**src/rtl/sup_pkg.sv**
```systemverilog
package sup_pkg;

  // Fixed depth of the input synchronizers
  localparam int unsigned SYNC_DEPTH = 2;

  // Supervisor phases
  typedef enum logic [0:0] {
    SUP_HOLD = 1'b0,   // reset asserted, hold timer may run
    SUP_RUN  = 1'b1    // reset released
  } sup_state_e;

  // Counter width able to hold values 0 .. lim-1
  function automatic int unsigned cnt_w(input int unsigned lim);
    return (lim < 2) ? 1 : $clog2(lim);
  endfunction

endpackage

```
**src/rtl/sup_sync.sv**
```systemverilog
module sup_sync #(
  parameter int unsigned STAGES  = 2,
  parameter bit          RST_VAL = 1'b0
) (
  input  logic clk,
  input  logic rst,
  input  logic d_i,
  output logic q_o
);

  logic [STAGES-1:0] stg_q;

  generate
    for (genvar g = 0; g < STAGES; g++) begin : g_stage
      if (g == 0) begin : g_first
        always_ff @(posedge clk) begin
          if (rst) stg_q[g] <= RST_VAL;
          else     stg_q[g] <= d_i;
        end
      end else begin : g_next
        always_ff @(posedge clk) begin
          if (rst) stg_q[g] <= RST_VAL;
          else     stg_q[g] <= stg_q[g-1];
        end
      end
    end
  endgenerate

  assign q_o = stg_q[STAGES-1];

endmodule

```
**src/rtl/sup_deglitch.sv**
```systemverilog
module sup_deglitch
  import sup_pkg::*;
#(
  parameter int unsigned FILT_CYC = 5
) (
  input  logic clk,
  input  logic rst,
  input  logic d_i,    // synchronized level
  output logic q_o     // filtered level
);

  localparam int unsigned CW   = cnt_w(FILT_CYC);
  localparam logic [CW-1:0] LAST = CW'(FILT_CYC - 1);

  logic [CW-1:0] run_q;
  logic          lvl_q;

  always_ff @(posedge clk) begin
    if (rst) begin
      run_q <= '0;
      lvl_q <= 1'b0;
    end else if (d_i != lvl_q) begin
      if (run_q == LAST) begin
        lvl_q <= d_i;
        run_q <= '0;
      end else begin
        run_q <= run_q + 1'b1;
      end
    end else begin
      run_q <= '0;
    end
  end

  assign q_o = lvl_q;


  lvl_move_chk: assert property (@(posedge clk) disable iff (rst)
    (lvl_q != $past(lvl_q)) |-> ($past(run_q) == LAST && $past(d_i) == lvl_q));


  run_clear_chk: assert property (@(posedge clk) disable iff (rst)
    (d_i == lvl_q) |=> (run_q == '0));

endmodule

```
**src/rtl/sup_wdog.sv**
```systemverilog
module sup_wdog
  import sup_pkg::*;
#(
  parameter int unsigned WDT_CYC = 80_000_000
) (
  input  logic clk,
  input  logic rst,
  input  logic sda_s_i,  // synchronized data line
  input  logic hold_i,   // reset currently asserted
  output logic bite_o    // one-cycle expiry request
);

  localparam int unsigned CW   = cnt_w(WDT_CYC);
  localparam logic [CW-1:0] LAST = CW'(WDT_CYC - 1);

  logic          sda_d_q;
  logic          act;
  logic [CW-1:0] win_q;

  always_ff @(posedge clk) begin
    if (rst) sda_d_q <= 1'b1;
    else     sda_d_q <= sda_s_i;
  end

  assign act    = sda_s_i ^ sda_d_q;
  assign bite_o = !hold_i && !act && (win_q == LAST);

  always_ff @(posedge clk) begin
    if (rst || hold_i || act || bite_o) win_q <= '0;
    else                                win_q <= win_q + 1'b1;
  end


  hold_clear_chk: assert property (@(posedge clk) disable iff (rst)
    hold_i |=> (win_q == '0));


  kick_clear_chk: assert property (@(posedge clk) disable iff (rst)
    act |=> (win_q == '0));


  bite_quiet_chk: assert property (@(posedge clk) disable iff (rst)
    bite_o |-> (!hold_i && !act));


  bite_restart_chk: assert property (@(posedge clk) disable iff (rst)
    bite_o |=> (win_q == '0));

endmodule

```
**src/rtl/sup_rstgen.sv**
```systemverilog
module sup_rstgen
  import sup_pkg::*;
#(
  parameter int unsigned HOLD_CYC = 10_000_000
) (
  input  logic clk,
  input  logic rst,
  input  logic ok_i,      // filtered supply level
  input  logic bite_i,    // watchdog expiry
  output logic in_rst_o,  // reset state for the watchdog
  output logic rst_o,
  output logic rst_n_o
);

  localparam int unsigned CW   = cnt_w(HOLD_CYC);
  localparam logic [CW-1:0] LAST = CW'(HOLD_CYC - 1);

  sup_state_e    st_q, st_d;
  logic [CW-1:0] hold_q, hold_d;
  logic          rst_q, rst_n_q;

  always_comb begin
    st_d   = st_q;
    hold_d = hold_q;
    if (!ok_i) begin
      st_d   = SUP_HOLD;
      hold_d = '0;
    end else if (st_q == SUP_HOLD) begin
      if (hold_q == LAST) begin
        st_d   = SUP_RUN;
        hold_d = '0;
      end else begin
        hold_d = hold_q + 1'b1;
      end
    end else if (bite_i) begin
      st_d   = SUP_HOLD;
      hold_d = '0;
    end
  end

  always_ff @(posedge clk) begin
    if (rst) begin
      st_q    <= SUP_HOLD;
      hold_q  <= '0;
      rst_q   <= 1'b1;
      rst_n_q <= 1'b0;
    end else begin
      st_q    <= st_d;
      hold_q  <= hold_d;
      rst_q   <= (st_d == SUP_HOLD);
      rst_n_q <= (st_d == SUP_RUN);
    end
  end

  assign in_rst_o = rst_q;
  assign rst_o    = rst_q;
  assign rst_n_o  = rst_n_q;


  drop_assert_chk: assert property (@(posedge clk) disable iff (rst)
    !ok_i |=> rst_q);


  polarity_chk: assert property (@(posedge clk) disable iff (rst)
    rst_q != rst_n_q);


  release_ok_chk: assert property (@(posedge clk) disable iff (rst)
    $fell(rst_q) |-> $past(ok_i));


  bite_assert_chk: assert property (@(posedge clk) disable iff (rst)
    bite_i |=> rst_q);

endmodule

```
**src/rtl/supply_supervisor.sv**
```systemverilog
module supply_supervisor
  import sup_pkg::*;
#(
  parameter int unsigned FILT_CYC = 5,           // glitch filter length, cycles
  parameter int unsigned HOLD_CYC = 10_000_000,  // reset hold time, cycles
  parameter int unsigned WDT_CYC  = 80_000_000,  // watchdog window, cycles
  parameter bit          WDT_EN   = 1'b1         // 0 removes the watchdog
) (
  input  logic clk,
  input  logic rst,
  input  logic supply_ok_i,
  input  logic sda_i,
  output logic sys_rst_o,
  output logic sys_rst_n_o
);

  logic ok_s, ok_f;
  logic in_rst, bite;

  sup_sync #(.STAGES(SYNC_DEPTH), .RST_VAL(1'b0)) u_ok_sync (
    .clk (clk),
    .rst (rst),
    .d_i (supply_ok_i),
    .q_o (ok_s)
  );

  sup_deglitch #(.FILT_CYC(FILT_CYC)) u_filt (
    .clk (clk),
    .rst (rst),
    .d_i (ok_s),
    .q_o (ok_f)
  );

  generate
    if (WDT_EN) begin : g_wdog
      logic sda_s;

      sup_sync #(.STAGES(SYNC_DEPTH), .RST_VAL(1'b1)) u_sda_sync (
        .clk (clk),
        .rst (rst),
        .d_i (sda_i),
        .q_o (sda_s)
      );

      sup_wdog #(.WDT_CYC(WDT_CYC)) u_wdog (
        .clk     (clk),
        .rst     (rst),
        .sda_s_i (sda_s),
        .hold_i  (in_rst),
        .bite_o  (bite)
      );
    end else begin : g_no_wdog
      logic unused_sda;
      assign unused_sda = sda_i;
      assign bite       = 1'b0;
    end
  endgenerate

  sup_rstgen #(.HOLD_CYC(HOLD_CYC)) u_rstgen (
    .clk      (clk),
    .rst      (rst),
    .ok_i     (ok_f),
    .bite_i   (bite),
    .in_rst_o (in_rst),
    .rst_o    (sys_rst_o),
    .rst_n_o  (sys_rst_n_o)
  );

endmodule

```
**config.mk**
```make
export PLATFORM = sky130hd
export DESIGN_NAME = supply_supervisor
export DESIGN_NICKNAME = d
export VERILOG_FILES = /design/src/rtl/sup_pkg.sv /design/src/rtl/sup_sync.sv /design/src/rtl/sup_deglitch.sv /design/src/rtl/sup_wdog.sv /design/src/rtl/sup_rstgen.sv /design/src/rtl/supply_supervisor.sv
export SDC_FILE = /design/constraint.sdc
export NUM_CORES = 1
export LEC_CHECK = 0
export BUFFER_PORTS_ARGS = -buffer_cell sky130_fd_sc_hd__buf_2
export CAP_MARGIN = 20
export CELL_PAD_IN_SITES_DETAIL_PLACEMENT = 1
export CELL_PAD_IN_SITES_GLOBAL_PLACEMENT = 1
export CORE_AREA = 2 2 95 142
export DETAILED_ROUTE_END_ITERATION = 10
export DIE_AREA = 0 0 97 144
export GPL_TIMING_DRIVEN = 0
export PLACE_DENSITY = 0.46
export SLEW_MARGIN = 40
export SYNTH_ARGS = -nofsm -noshare
export SYNTH_HDL_FRONTEND = slang
export SYNTH_HIERARCHICAL = 1
export SYNTH_SLANG_ARGS = --single-unit
```
**constraint.sdc**
```tcl
create_clock -name clk -period 6.6 [get_ports clk]
set_input_delay 0.66 -clock clk [delete_from_list [all_inputs] [get_ports clk]]
set_output_delay 0.66 -clock clk [all_outputs]
set_load 0.02 [all_outputs]
```
== Yosys cells after proc, flatten, opt, wreduce, memory -nomap -nowiden ==
Cells that the tools add are included.
Cells by class
  add/sub/neg operators: 3
  multiplexer cells: 7
  reductions and logical operators: 10
  bitwise operators: 4
  equality and inequality tests: 5
Operators with widths (number)
  $mux W24: 3
  $add A27 B1 Y27 const B: 1
  $eq A27 B27 Y1 const B: 1
  $add A24 B1 Y24 const B: 1
  $eq A24 B24 Y1 const B: 1
  $mux W1: 4
  $add A3 B1 Y3 const B: 1
  $eq A3 B3 Y1 const B: 1
  $logic_or A1 B1 Y1: 3
  $not A1 Y1: 3
  $reduce_or A3 Y1: 1
  $logic_and A1 B1 Y1: 2
  $logic_not A1 Y1: 2
  $ne A2 B2 Y1 const B: 1
  $reduce_and A2 Y1: 1
  $reduce_or A2 Y1: 1
  $ne A1 B1 Y1: 1
  $xor A1 B1 Y1: 1
Word-level totals
  input bits: 4
  output and inout bits: 2
  flip-flop bits (word level): 62

== Depth between registers and ports, before layout ==
  word-level depth: 8
  mapped depth: 10
  mapped depth without buffers: 10

== Hierarchy ==
Netlist, hierarchy kept.
Modules (own cells, without submodules)
  sup_rstgen: instances 1, cells each 178, sequential area each 520.5 µm², area an instance 1408.9 µm²
  sup_wdog: instances 1, cells each 164, sequential area each 560.5 µm², area an instance 1407.6 µm²
  sup_deglitch: instances 1, cells each 18, sequential area each 80.1 µm², area an instance 190.2 µm²
  sup_sync: instances 2, cells each 4, sequential area each 40.0 µm², area an instance 52.6 µm²

== Worst setup path after synthesis ==
OpenSTA, ideal clock, no wires.
  kind: register to register
  from: reg g_wdog.u_wdog.win_q[21]
  to: reg u_rstgen.hold_q[11]
  period minus slack after synthesis: 2.681 ns
  data required time: 6.486 ns
  setup slack: 3.919 ns
  path buffers: 1
  setup time: 0.114 ns
  cell stages (with the launch flop): 11
  arrival: 2.567 ns
  cells stage by stage: dfxtp_1 -> or4b_1 -> or4_1 -> clkbuf_2 -> nor3_4 -> nor3b_2 -> nor2b_1 -> nor3_1 -> nand3_1 -> xor2_1 -> nor2_1
Between the ends
  cells in the longest elaborated chain, start to end: 3
RTL lines
  start, declared: RTL line sup_wdog.sv:18  | logic [CW-1:0] win_q;
  start signal, assigned: RTL line sup_wdog.sv:30  | else win_q <= win_q + 1'b1;
  $eq A27 B27 Y1: RTL line sup_wdog.sv:26  | assign bite_o = !hold_i && !act && (win_q == LAST);
  $logic_and A1 B1 Y1: RTL line sup_wdog.sv:26
  net bite: RTL line supply_supervisor.sv:18  | logic in_rst, bite;
  $ne A2 B2 Y1 (no line)
  end signal, assigned: RTL line sup_rstgen.sv:49  | hold_q <= hold_d;
  end, declared: RTL line sup_rstgen.sv:19  | logic [CW-1:0] hold_q, hold_d;
The timed path passes the listed nets, and every way through them passes these cells.
A chain may end at the register's enable or synchronous reset.

== Worst setup path in the final report ==
  from: reg g_wdog.u_wdog.win_q[18]
  to: reg u_rstgen.hold_q[11]
Same word-level chain as after synthesis.

==> run metrics <==
Die H=144 um; clock sink count=62; count leader, synth=dfxtp_1; Post-synth top cells=62 x dfxtp_1, 37 x nand2_1, 27 x nand3_1; outcome=completed; Total GRT Usage=13.91%; Worst setup EP type=flip-flop; slowest CP cell=nor3_4; Clk pwr share=57.8%; register area share after synthesis=39.89%; initial drt markers=45; syn_nets=376; critical path fanouts, max=9; crit-path leading delay family=simple AND/OR/NAND/NOR gates; slowest stage delay, CP=0.46 ns; hold crit path type=reg -> reg; CTS tree=built; Vias/cell=5.170; NetSw=182.8 uW; Synth area leaders=dfxtp_1 40%, nand2_1 4.5%, nand4_1 4.4%, nand3_1 4.3%, or3_1 3.4%; R2R Setup Slk=3.34 ns; Final Cycle Share=49.46%; post-place setup slack=3.276 ns; reg2reg end=u_rstgen/hold_q[11]; Clock Tree Buf Depth=2; P_leak=0.001037 uW; final setup violation count=0; share of cells above drive strength 1=10.80%; reg-to-reg startpoint=g_wdog.u_wdog/win_q[18]; first-pass GRT wire length=15190 um; Least-Margin Pin Slew=0.6532 ns; Yosys top cell area share=39.89%; pwr/cell area=246.3 nW/um2; cells on worst reg2reg path=10; H-tree level count=3; Switching Fraction=20.28%; Rel. slew slack=56.12%; synthesized instance count=368; most used routing layer=met2; CTS Hold Bufs=0; crit path launch=g_wdog.u_wdog/win_q[18]; Final Hold Fails=0; Mean Syn Cell Area=8.456 um2; initial antenna violation count=0; kind of critical path=reg -> reg; number of synthesized flops with an enable pin=0; VDD IR-drop max=0.09973 mV; power share of the sequential group=41.7%; Pre-Repair DR Iteration Count=4; Post-synth ARST share=0%; Ports=6; P&R area growth vs syn=17.65%; hold path cells=1; clk_lat worst skew=0.33 ns; fillcell total=1520; GP Congestion=0.7624; placement row count=51; crit path DAT=3.48 ns; GR Layer Usage met2=26.75%; max-cap check violation count=0; Final min period=3.264 ns; nets@finish=392; Yosys reg bits=62; DR vias=2833; P_int=718.8 uW; Port Buffers=5; initial core utilization=24.26%; vias in the first global route=2886; total inserted antenna cells=0; DIE AREA=13970 um2; Max Clk Rate=306.3 MHz; Top FF cell, synth=dfxtp_1; min-delay src=g_wdog.u_sda_sync/stg_q[0]; CTS root buf=clkbuf_16; Ys Warns=6; CTS buffer count=9; startpoint class of the critical path=flip-flop; Worst-path clk slew=0.06 ns; Post-CTS Resized=0; GR met3 Demand/Resource=2.755%; worst hold slack=0.4097 ns; # Post-CTS Setup Buffers=0; grt total ovfl=0; unrepaired setup endpoints after global routing=false; global routing usage on met1=14.54%; Critical Path, Cell by Cell=or4b_1 -> or4_1 -> clkbuf_2 -> nor3_4 -> nor3b_2 -> nor2b_1 -> nor3_1 -> nand3_1 -> xor2_1 -> nor2_1; Avg WL per Cell=16.71 um; synth unique cells=55; TNS Setup=0 ns; setup slack after layout=3.336 ns; Final Max Tran Viols=0; Combinational Power Share=0.5%; required time of the critical path=6.82 ns; WHS Endpoint=g_wdog.u_sda_sync/q_o; largest net degree at the start of global routing=13; CP Buf/Inv Count=1; synthesized cell area=3112 um2; core area=12830 um2; Synth area leader=dfxtp_1; DRC viols=0; die width=97 um; remaining antenna violation count=0; Detailed Place HPWL=6784 um; Fin Clk Skew=0.005185 ns; Post-Route WL=9157 um
placed cells by master, fill, tap and decap left out, types with 4 or more instances in the layout:
cell,count
or3_1,17
nor2b_1,4
buf_2,6
dfxtp_1,62
nor3_1,12
or4_1,13
a211oi_1,8
and4_1,4
inv_1,12
o31ai_1,6
xnor2_1,7
a31oi_1,10
xor2_1,9
nand4_1,22
clkbuf_16,9
o21ai_0,12
ha_1,4
clkbuf_1,10
nand3_1,27
nor4_1,7
nand2_1,37
a21oi_1,9
nor2_1,23
nor3b_1,4
kinds of logic after synthesis:
group	synth area share [%]
adder cells (fa/ha/maj)	1.608
flip-flops	39.89
AND/OR/NAND/NOR	35.99
multiplexers	0.3217
XOR/XNOR	4.504
buffers and inverters	4.744
AO/OA/AOI/OAI	12.95
routing by layer:
| metal | part of all wire [%] | wire length, um |
|---|---|---|
| met5 | 0 | 0 |
| met4 | 2.5 | 227 |
| met3 | 1.5 | 134 |
| met2 | 54 | 4986 |
| met1 | 42 | 3808 |
per-stage QoR:
step	std cells	instance area (um2)	utilization (%)	power [uW]
floorplan	368	3112	-	386.6
CTS	548	3661	28.54	919.6
finish	548	3661	28.54	901.6
global placement	532	3336	26.01	388.6
detailed placement	532	3336	26.01	388.9
global route	548	3661	28.54	934.3
sequential cells by signal, indices dropped and copies added, names as in the netlist:
signal / flops
u_ok_sync/stg_q: 1
g_wdog.u_wdog/sda_d_q: 1
u_filt/run_q: 3
u_rstgen/rst_n_o: 1
u_rstgen/hold_q: 24
u_filt/q_o: 1
g_wdog.u_sda_sync/stg_q: 1
u_rstgen/in_rst_o: 1
u_ok_sync/q_o: 1
g_wdog.u_sda_sync/q_o: 1
g_wdog.u_wdog/win_q: 27
worst max-delay path by stage:
stage,to,slack [ns],cells past startpoint
4_1_cts,u_rstgen/hold_q[11],3.25,10
3_5_place_dp,u_rstgen/hold_q[11],3.28,10
6_report,u_rstgen/hold_q[11],3.34,10
2_1_floorplan,u_rstgen/hold_q[11],3.92,10
5_1_grt,u_rstgen/hold_q[11],3.03,10
3_3_place_gp,u_rstgen/hold_q[11],3.28,10
final cells by class:
type                    count  area (um2)  share of cell area (%)
plain buffers              19       102.6                   2.802
clock buffers              11       242.7                   6.630
clock inverters             5       82.58                   2.256
inverters                  12       45.04                   1.230
multi-input cells         275        1723                   47.06
flip-flops and latches     62        1241                   33.90
well taps                 159       198.9                   5.434
repair buffers              5       25.02                  0.6835
power by group through the flow:
stage | registers, uW | logic [uW] | clock network [uW]
2_1_floorplan | 384 | 2.10 | 0
3_3_place_gp | 385 | 4.04 | 0
3_5_place_dp | 385 | 4.33 | 0
4_1_cts | 376 | 4.34 | 539
5_1_grt | 376 | 4.77 | 553
6_report | 376 | 4.12 | 521
Note: power is estimated with default switching activity, not from simulation.
